### src/rtl/i2c_target_pkg.sv
`timescale 1ns/1ps
package i2c_target_pkg;
  localparam int BYTE_BITS = 8;
  localparam int ADDR_BITS = 7;
  localparam int CNT_W     = $clog2(BYTE_BITS + 1);

  typedef enum logic [3:0] {
    ST_IDLE, ST_ADDR, ST_ACK, ST_RX, ST_RXHOLD,
    ST_TXLOAD, ST_TX, ST_TXMACK, ST_WAIT
  } busState_t;

  typedef struct packed {
    logic cntClr;
    logic cntInc;
    logic shiftIn;
    logic loadTx;
    logic shiftTx;
  } dpCtl_t;
endpackage

### src/rtl/i2c_target_dp.sv
`timescale 1ns/1ps
module i2c_target_dp
  import i2c_target_pkg::*;
#(
  parameter int SYNC_STAGES = 2
) (
  input  logic                 clk,
  input  logic                 rstN,
  input  logic                 sclIn,
  input  logic                 sdaIn,
  input  logic [ADDR_BITS-1:0] ownAddr,
  input  logic                 gcEnable,
  input  logic [BYTE_BITS-1:0] txByte,
  input  dpCtl_t               ctl,
  output logic                 sclS,
  output logic                 sdaS,
  output logic                 sclRise,
  output logic                 sclFall,
  output logic                 startDet,
  output logic                 stopDet,
  output logic [CNT_W-1:0]     bitCnt,
  output logic [BYTE_BITS-1:0] shiftReg,
  output logic                 addrHit,
  output logic                 gcHit
);
  logic [SYNC_STAGES-1:0] sclPipe, sdaPipe;
  logic sclPrev, sdaPrev;

  // Synchronisers reset to the idle (released) bus level
  always_ff @(posedge clk or negedge rstN) begin
    if (!rstN) begin
      sclPipe <= '1;
      sdaPipe <= '1;
      sclPrev <= 1'b1;
      sdaPrev <= 1'b1;
    end else begin
      sclPipe <= {sclPipe[SYNC_STAGES-2:0], sclIn};
      sdaPipe <= {sdaPipe[SYNC_STAGES-2:0], sdaIn};
      sclPrev <= sclS;
      sdaPrev <= sdaS;
    end
  end

  assign sclS     = sclPipe[SYNC_STAGES-1];
  assign sdaS     = sdaPipe[SYNC_STAGES-1];
  assign sclRise  = sclS & ~sclPrev;
  assign sclFall  = ~sclS & sclPrev;
  assign startDet = sclS & sclPrev & sdaPrev & ~sdaS;
  assign stopDet  = sclS & sclPrev & ~sdaPrev & sdaS;

  always_ff @(posedge clk or negedge rstN) begin
    if (!rstN) begin
      bitCnt <= '0;
    end else if (ctl.cntClr) begin
      bitCnt <= '0;
    end else if (ctl.cntInc) begin
      bitCnt <= bitCnt + CNT_W'(1);
    end
  end

  always_ff @(posedge clk or negedge rstN) begin
    if (!rstN) begin
      shiftReg <= '0;
    end else if (ctl.loadTx) begin
      shiftReg <= txByte;
    end else if (ctl.shiftIn) begin
      shiftReg <= {shiftReg[BYTE_BITS-2:0], sdaS};
    end else if (ctl.shiftTx) begin
      shiftReg <= {shiftReg[BYTE_BITS-2:0], 1'b1};
    end
  end

  // Address decode: own address (never zero) or a general-call write when enabled.
  // The byte 0x01 is rejected since neither term can match it.
  logic ownHit;
  assign ownHit  = (ownAddr != '0) && (shiftReg[BYTE_BITS-1:1] == ownAddr);
  assign gcHit   = (shiftReg == '0);
  assign addrHit = ownHit | (gcEnable & gcHit);

  a_r11_start_clears_count: assert property (@(posedge clk) disable iff (!rstN)
    startDet |=> (bitCnt == '0));
endmodule

### src/rtl/i2c_target_ctl.sv
`timescale 1ns/1ps
module i2c_target_ctl
  import i2c_target_pkg::*;
(
  input  logic                 clk,
  input  logic                 rstN,
  input  logic                 sclS,
  input  logic                 sdaS,
  input  logic                 sclRise,
  input  logic                 sclFall,
  input  logic                 startDet,
  input  logic                 stopDet,
  input  logic [CNT_W-1:0]     bitCnt,
  input  logic [BYTE_BITS-1:0] shiftReg,
  input  logic                 addrHit,
  input  logic                 gcHit,
  input  logic                 rxReady,
  input  logic                 txValid,
  output dpCtl_t               ctl,
  output logic                 sdaOe,
  output logic                 sclOe,
  output logic                 rxValid,
  output logic                 txReady,
  output logic                 addrMatch,
  output logic                 matchRead,
  output logic                 matchGc
);
  localparam logic [CNT_W-1:0] FULL_CNT = CNT_W'(BYTE_BITS);

  busState_t state, nxt;
  logic dirRead, mNack, matchNow;

  always_comb begin
    nxt      = state;
    ctl      = '0;
    matchNow = 1'b0;
    if (startDet) begin
      nxt        = ST_ADDR;
      ctl.cntClr = 1'b1;
    end else if (stopDet) begin
      nxt = ST_IDLE;
    end else begin
      unique case (state)
        ST_ADDR: begin
          if (sclRise) begin
            ctl.shiftIn = 1'b1;
            ctl.cntInc  = 1'b1;
          end else if (sclFall && bitCnt == FULL_CNT) begin
            ctl.cntClr = 1'b1;
            if (addrHit) begin
              nxt      = ST_ACK;
              matchNow = 1'b1;
            end else begin
              nxt = ST_WAIT;
            end
          end
        end
        ST_ACK: begin
          if (sclRise) begin
            ctl.cntInc = 1'b1;
          end else if (sclFall && bitCnt != '0) begin
            ctl.cntClr = 1'b1;
            nxt        = dirRead ? ST_TXLOAD : ST_RX;
          end
        end
        ST_RX: begin
          if (sclRise) begin
            ctl.shiftIn = 1'b1;
            ctl.cntInc  = 1'b1;
          end else if (sclFall && bitCnt == FULL_CNT) begin
            nxt = ST_RXHOLD;
          end
        end
        ST_RXHOLD: begin
          if (rxReady) begin
            ctl.cntClr = 1'b1;
            nxt        = ST_ACK;
          end
        end
        ST_TXLOAD: begin
          if (txValid) begin
            ctl.loadTx = 1'b1;
            ctl.cntClr = 1'b1;
            nxt        = ST_TX;
          end
        end
        ST_TX: begin
          if (sclRise) begin
            ctl.cntInc = 1'b1;
          end else if (sclFall) begin
            if (bitCnt == FULL_CNT) begin
              ctl.cntClr = 1'b1;
              nxt        = ST_TXMACK;
            end else begin
              ctl.shiftTx = 1'b1;
            end
          end
        end
        ST_TXMACK: begin
          if (sclRise) begin
            ctl.cntInc = 1'b1;
          end else if (sclFall && bitCnt != '0) begin
            ctl.cntClr = 1'b1;
            nxt        = mNack ? ST_WAIT : ST_TXLOAD;
          end
        end
        default: ;
      endcase
    end
  end

  always_ff @(posedge clk or negedge rstN) begin
    if (!rstN) begin
      state     <= ST_IDLE;
      dirRead   <= 1'b0;
      mNack     <= 1'b0;
      addrMatch <= 1'b0;
      matchRead <= 1'b0;
      matchGc   <= 1'b0;
    end else begin
      state     <= nxt;
      addrMatch <= matchNow;
      if (matchNow) begin
        dirRead   <= shiftReg[0];
        matchRead <= shiftReg[0];
        matchGc   <= gcHit;
      end
      if (state == ST_TXMACK && sclRise && !startDet && !stopDet) begin
        mNack <= sdaS;
      end
    end
  end

  always_comb begin
    unique case (state)
      ST_ACK:  sdaOe = 1'b1;
      ST_TX:   sdaOe = ~shiftReg[BYTE_BITS-1];
      default: sdaOe = 1'b0;
    endcase
  end

  assign sclOe   = (state == ST_RXHOLD) || (state == ST_TXLOAD);
  assign rxValid = (state == ST_RXHOLD);
  assign txReady = (state == ST_TXLOAD);

  a_r5_sda_steady_scl_high: assert property (@(posedge clk) disable iff (!rstN)
    (sclS && $past(sclS)) |-> $stable(sdaOe));
  a_r9_start_byte_no_ack: assert property (@(posedge clk) disable iff (!rstN)
    (state == ST_ADDR && sclFall && !startDet && !stopDet &&
     bitCnt == FULL_CNT && shiftReg == 8'h01) |=> !sdaOe);
  a_r10_match_one_cycle: assert property (@(posedge clk) disable iff (!rstN)
    addrMatch |=> !addrMatch);
  a_r12_release_after_stop: assert property (@(posedge clk) disable iff (!rstN)
    stopDet |=> (!sclOe && !sdaOe));
endmodule

### src/rtl/i2c_target.sv
`timescale 1ns/1ps
module i2c_target
  import i2c_target_pkg::*;
#(
  parameter logic [6:0] FIXED_ADDR  = 7'h48,
  parameter int         PIN_BITS    = 2,
  parameter int         SYNC_STAGES = 2
) (
  input  logic                clk,
  input  logic                rstN,
  input  logic                sclIn,
  input  logic                sdaIn,
  output logic                sclOe,
  output logic                sdaOe,
  input  logic [PIN_BITS-1:0] addrPins,
  input  logic                gcEnable,
  output logic [7:0]          rxData,
  output logic                rxValid,
  input  logic                rxReady,
  input  logic [7:0]          txData,
  input  logic                txValid,
  output logic                txReady,
  output logic                addrMatch,
  output logic                matchRead,
  output logic                matchGc
);
  logic [ADDR_BITS-1:0] ownAddr;

  generate
    if (PIN_BITS >= ADDR_BITS) begin : g_allPins
      assign ownAddr = addrPins[ADDR_BITS-1:0];
    end else begin : g_mixed
      assign ownAddr = {FIXED_ADDR[ADDR_BITS-1:PIN_BITS], addrPins};
    end
  endgenerate

  dpCtl_t               ctl;
  logic                 sclS, sdaS, sclRise, sclFall, startDet, stopDet;
  logic [CNT_W-1:0]     bitCnt;
  logic [BYTE_BITS-1:0] shiftReg;
  logic                 addrHit, gcHit;

  i2c_target_dp #(.SYNC_STAGES(SYNC_STAGES)) u_dp (
    .clk(clk), .rstN(rstN), .sclIn(sclIn), .sdaIn(sdaIn),
    .ownAddr(ownAddr), .gcEnable(gcEnable), .txByte(txData), .ctl(ctl),
    .sclS(sclS), .sdaS(sdaS), .sclRise(sclRise), .sclFall(sclFall),
    .startDet(startDet), .stopDet(stopDet), .bitCnt(bitCnt),
    .shiftReg(shiftReg), .addrHit(addrHit), .gcHit(gcHit)
  );

  i2c_target_ctl u_ctl (
    .clk(clk), .rstN(rstN), .sclS(sclS), .sdaS(sdaS),
    .sclRise(sclRise), .sclFall(sclFall), .startDet(startDet),
    .stopDet(stopDet), .bitCnt(bitCnt), .shiftReg(shiftReg),
    .addrHit(addrHit), .gcHit(gcHit), .rxReady(rxReady), .txValid(txValid),
    .ctl(ctl), .sdaOe(sdaOe), .sclOe(sclOe), .rxValid(rxValid),
    .txReady(txReady), .addrMatch(addrMatch), .matchRead(matchRead),
    .matchGc(matchGc)
  );

  assign rxData = shiftReg;

  a_r3_rx_byte_held: assert property (@(posedge clk) disable iff (!rstN)
    (rxValid && !rxReady) |=> (rxValid && $stable(rxData)));
endmodule

### config.mk
export PLATFORM = sky130hd
export DESIGN_NAME = i2c_target
export DESIGN_NICKNAME = d
export VERILOG_FILES = /design/src/rtl/i2c_target_pkg.sv /design/src/rtl/i2c_target_dp.sv /design/src/rtl/i2c_target_ctl.sv /design/src/rtl/i2c_target.sv
export SDC_FILE = /design/constraint.sdc
export NUM_CORES = 1
export LEC_CHECK = 0
export ABC_AREA = 1
export CAP_MARGIN = 10
export CORE_ASPECT_RATIO = 2
export CORE_UTILIZATION = 40
export DETAILED_ROUTE_END_ITERATION = 6
export DONT_BUFFER_PORTS = 1
export HOLD_SLACK_MARGIN = 0.05
export PLACE_DENSITY = 0.63
export SLEW_MARGIN = 20
export SYNTH_ARGS = -nofsm -noshare
export SYNTH_HDL_FRONTEND = slang
export SYNTH_SLANG_ARGS = --single-unit
### constraint.sdc
create_clock -name clk -period 2.3 [get_ports clk]
set_input_delay 0.46 -clock clk [delete_from_list [all_inputs] [get_ports clk]]
set_output_delay 0.46 -clock clk [all_outputs]
set_load 0.01 [all_outputs]
Word level (Yosys, flattened, before mapping) --
Cells that the tools add are included.
Operators by class: reductions and logical operators 17, mux-type cells 53, $add $sub $neg 1, bitwise logic cells 14, equality and inequality tests 22
Operators by type and width (number):
- $mux 4 | 20
- $ne 4x1->1 const B | 7
- $pmux 4 s7 | 1
- $mux 8 | 3
- $mux 1 | 23
- $ne 4x4->1 const B | 5
- $eq 4x3->1 const B | 4
- $reduce_and 14->1 | 1
- $reduce_bool 9->1 | 1
- $and 1x1->1 | 8
- $eq 4x2->1 const B | 2
- $logic_not 8->1 | 1
- $eq 7x7->1 | 1
- $logic_and 1x1->1 | 5
- $mux 5 | 1
- $not 1->1 | 5
- $pmux 1 s5 | 1
- $add 4x1->4 const B | 1
- $eq 4x1->1 const B | 1
- $eq 4x4->1 const B | 1
- $ne 4x2->1 const B | 1
- $pmux 1 s2 | 2
- $reduce_bool 4->1 | 1
- $reduce_or 2->1 | 2
- other kinds (8) | 9
Storage, ports and cells: output and inout bits 15, register bits after elaboration 26, word-level logic and storage cells 118, input port bits 17

Logic depth before layout (Yosys ltp) --
word-level depth 11, gate-level depth with buffers 12, gate-level depth less buffers 12

Modules after synthesis --
A second synthesis with hierarchy kept.
Second synthesis, totals: cells, all modules 260, area total of the unflattened synthesis 1803.0 sq um
By module, submodules not included:
- i2c_target_dp | instances 1, area an instance 962.2 sq um, seq. area each 457.9 sq um, cells an instance 122
- i2c_target_ctl | instances 1, area an instance 833.3 sq um, seq. area each 200.2 sq um, cells an instance 136
- i2c_target | instances 1, area an instance 7.5 sq um, seq. area each 0.0 sq um, cells an instance 2

Worst setup path after synthesis --
OpenSTA, ideal clock, no wires.
kind flip-flop to flip-flop, from register u_ctl.state[3], to register u_ctl.state[2], setup time 117 ps, period minus slack after synthesis 1493 ps, arrival time 1376 ps, path slack 807 ps, path buffers 0, stages on the path, launching flop included 11, data required time 2183 ps, cell sequence dfrtp_1 inv_1 nand2_1 nor3_1 nand2_1 nand2_1 nor2_1 nand2_2 nand2_2 nand2_1 nand2_1
Between the ends: cells in the longest elaborated chain, start to end 4, elaborated cells between the ends (all ways) 25, classes of those cells eq/ne (20); mux (3); reduce/logical (2)
RTL lines:
- from (decl) | RTL line i2c_target_ctl.sv:30 | busState_t state, nxt;
- from (signal assigned) | RTL line i2c_target_ctl.sv:121 | state <= nxt;
- $eq 4x3->1 *
- via rxValid | RTL line i2c_target.sv:18 | output logic rxValid,
- $pmux 4 s7 | RTL line i2c_target_ctl.sv:43 | unique case (state)
- $mux 4 | RTL line i2c_target_ctl.sv:40 | end else if (stopDet) begin
- $mux 4 | RTL line i2c_target_ctl.sv:37 | if (startDet) begin
Mark *: on every way through the listed nets, which the timed path passes. The rest lies on a longest branch. A chain may end at the register's enable or synchronous reset.

Worst setup path after layout --
from register u_ctl.state[1], to output port sdaOe
Between the ends: cells in the longest elaborated chain, start to end 2, elaborated cells between the ends (all ways) 3, classes of those cells eq/ne (2); mux (1)
RTL lines:
- $eq 4x3->1 or $eq 4x2->1 (tied branches) | RTL line i2c_target_ctl.sv:135 | unique case (state)
- $pmux 1 s2 * | RTL line i2c_target_ctl.sv:135
- to (decl) | RTL line i2c_target.sv:14 | output logic sdaOe,
Every way passes the cells marked *; elsewhere a longest branch is shown, timed or not.

==> flow_summary.toml <==
[logic_synthesis]
postSynthCellCount = 213
synthSimpleGateAreaFrac_pct = 36.9
synth_top_area_share_pct = 32.4
synth.area.top_cells = "dfrtp_1, nand2_1, dfstp_2"
synthMuxAreaShare_pct = 0
synth_compound_area_share_pct = 9.16
synth_area_sq_mm = 0.00154
ys.warnings.count = 0
synth_xor_area_share_pct = 1.70
synth_largest_area_cell = "dfrtp_1"
synth-edff-count = 0
synth_top_family_by_area = "simple AND/OR/NAND/NOR gates"
synthAdderAreaFrac_pct = 1.62
syn_nets = 232
ys_async_sr_fraction_pct = 100
synth.top_cells.by_count = "nand2_1, nor2_1, inv_1, nand3_1, dfrtp_1"
synth-seq-cells = 26
syn_area_per_cell_sq_um = 7.25
yosysMostFrequentCell = "nand2_1"
synth_flop_cell = "dfrtp_1"
ys_types = 23
ys_seq_area_share_pct = 42.6

[drt]
drtAntennaViolNets = 0
drc = 0
drt-pass1-iter-count = 4
finalWirelength_mm = 3.65
drt_iter0_markers = 27
drt-wirelength-per-cell_um = 13.7
routed_via_density = 5.18
vias = 1377

[critical_path]
critical_path.max_fanout = 8
crit_chain = "inv_2 -> nor2_2 -> nand2_1 -> o21ai_0"
cp_slowest_cell = "dfrtp_1"
critPathRequiredTime_ps = 1840
worst-path-buf-inv = 1
cp-start-kind = "flop"
crit_family = "flip-flops"
critPathCaptureType = "output port"
arrival_ps = 1480
critPathKind = "reg2out"
critPathMaxStageDelay_ps = 540
reg2reg_slack_ps = 560

[clock_tree]
cts_tree = "yes"
root_buffer = "clkbuf_8"
htree_levels = 1
clkSlewWorstSetupHoldPaths_ps = 90
postCtsSetupBuffers = 0
cts_buffers = 3
clk_path_buf_depth = 2
clock-sinks = 26
insertion_delay_ps = 270

[sta]
hold_viol = 0
tightest_slew_ps = 454
slew_headroom_pct = 69.5
fin_ws_ps = 361
fmax_mhz = 516
finClkSkew_ps = 2.81
post-route-min-period_ps = 1940
setup_tns_ps = 0
rsz0062_at_grt = "no"
setup_viol = 0
slew_violations = 0
period_share_pct = 84.3

[floorplan]
io_pins = 32
dieWidth_um = 45.9
fp.dieArea_sq_mm = 0.00413
placementRows = 31
start_util_pct = 42.3
core_sq_mm = 0.00365
chipHeight_um = 89.9

[run]
maxCapViolCount = 0

[status]
status = "finished, final reports clean"

[grt]
grt_max_degree = 27
grt_usage_pct = 20.5
antenna_found_initial = 0
grt_overflow_total = 0
grt_pass1_vias = 1413
grt_pass1_wl_mm = 6.22

[power_and_ir_drop]
ir_drop_mv = 0.636
total_power_mw = 1.61
p_leak_nw = 0.857
powerDensity_mw_per_mm2 = 951

[hold_path]
worstHoldPathType = "in2reg"

[finish]
diodes = 0
drive_above_1_share_pct = 13.4
area_growth_pct = 9.56
fin_util_pct = 46.4
fin_nets = 237

[place]
place_hpwl_mm = 2.98
pre_cts_slack_ps = 541
gp_congestion = 0.858
port_buffers = 0
placed cells by master (no fill, tap or decap):
cell type | synthesis | final
a21boi_2 | 1 | 1
nor3_1 | 1 | 1
ha_1 | 2 | 2
dlygate4sd3_1 | 0 | 1
nor2_2 | 4 | 4
nand3b_1 | 2 | 2
nor2_4 | 1 | 1
o211ai_1 | 8 | 8
inv_1 | 23 | 23
clkbuf_8 | 0 | 3
bufinv_16 | 0 | 1
o21ai_0 | 9 | 9
inv_2 | 6 | 6
xor2_1 | 3 | 3
buf_12 | 0 | 1
nor2_1 | 25 | 25
dfstp_2 | 6 | 6
nand4_1 | 2 | 2
nand2_1 | 67 | 67
o22ai_1 | 1 | 1
nand3_1 | 22 | 22
nor2_8 | 1 | 1
o21ai_2 | 1 | 1
nand2_2 | 4 | 4
dfrtp_1 | 20 | 20
a21oi_1 | 2 | 2
sequential cells by signal, indices dropped and copies added, names as in the netlist:
| register | count |
|---|---|
| u_dp.sclPrev | 1 |
| u_dp.sdaPrev | 1 |
| u_ctl.addrMatch | 1 |
| u_ctl.matchRead | 1 |
| u_dp.bitCnt | 4 |
| u_dp.sclPipe | 2 |
| u_ctl.mNack | 1 |
| u_dp.shiftReg | 8 |
| u_ctl.matchGc | 1 |
| u_dp.sdaPipe | 2 |
| u_ctl.state | 4 |
kinds of logic (layout without fill, tap and decap cells):
kind of cell	after synthesis	count (layout)
and+or+nand+nor	129	129
buffers and inverters	31	35
DFF	26	26
AOI/OAI and AO/OA	22	22
xor gates and xnor gates	3	3
adders and majority gates	2	2
worst paths after layout:
path / from / endpoint / depth (start not counted)
max: u_ctl.state[1]$_DFFE_PN0P_ / sdaOe / 4
min: sclIn / u_dp.sclPipe[0]$_DFF_PN1_ / 0
max reg2reg: u_ctl.state[3]$_DFFE_PN0P_ / u_ctl.state[2]$_DFFE_PN0P_ / 10
min reg2reg: u_dp.sclPipe[0]$_DFF_PN1_ / u_dp.sclPipe[1]$_DFF_PN1_ / 0
max in group asynchronous: rstN / u_dp.sdaPrev$_DFF_PN1_ / 2
min in group asynchronous: rstN / u_dp.bitCnt[1]$_DFFE_PN0P_ / 2
layer usage:
layer  vias to the layer above  track usage (%)  wire length, um
li1                        686                -                -
met1                       616             20.1             1280
met2                        60             37.0             2030
met3                        15             3.21              179
met4                         0             11.0              157
met5                         -                0                0
timing repair:
item	in CTS	in global routing
hold buffers	2	0
resized for setup	0	0
endpoints found under the hold margin	26	0
metrics by stage:
stage               area, sq um  cells  hold slack, ps
floorplan                  1540    213             164
global placement           1590    260             165
detailed placement         1590    260             165
CTS                        1690    266             170
global route               1690    266             166
finish                     1690    266             174
cell type report:
cell class | count | area, sq um
fill | 393 | 1950
multi-input combinational | 156 | 762
sequential | 26 | 658
inverter | 29 | 109
tap | 49 | 61.3
clock buffer | 3 | 41.3
clock inverter | 1 | 30.0
timing repair buffer | 2 | 30.0
power breakdown:
group	switching [mW]	internal (mW)
Combinational	0.307	0.176
Clock	0.144	0.233
Sequential	0.182	0.566
Total	0.633	0.975
No activity file was read; power rests on OpenSTA's default activity.
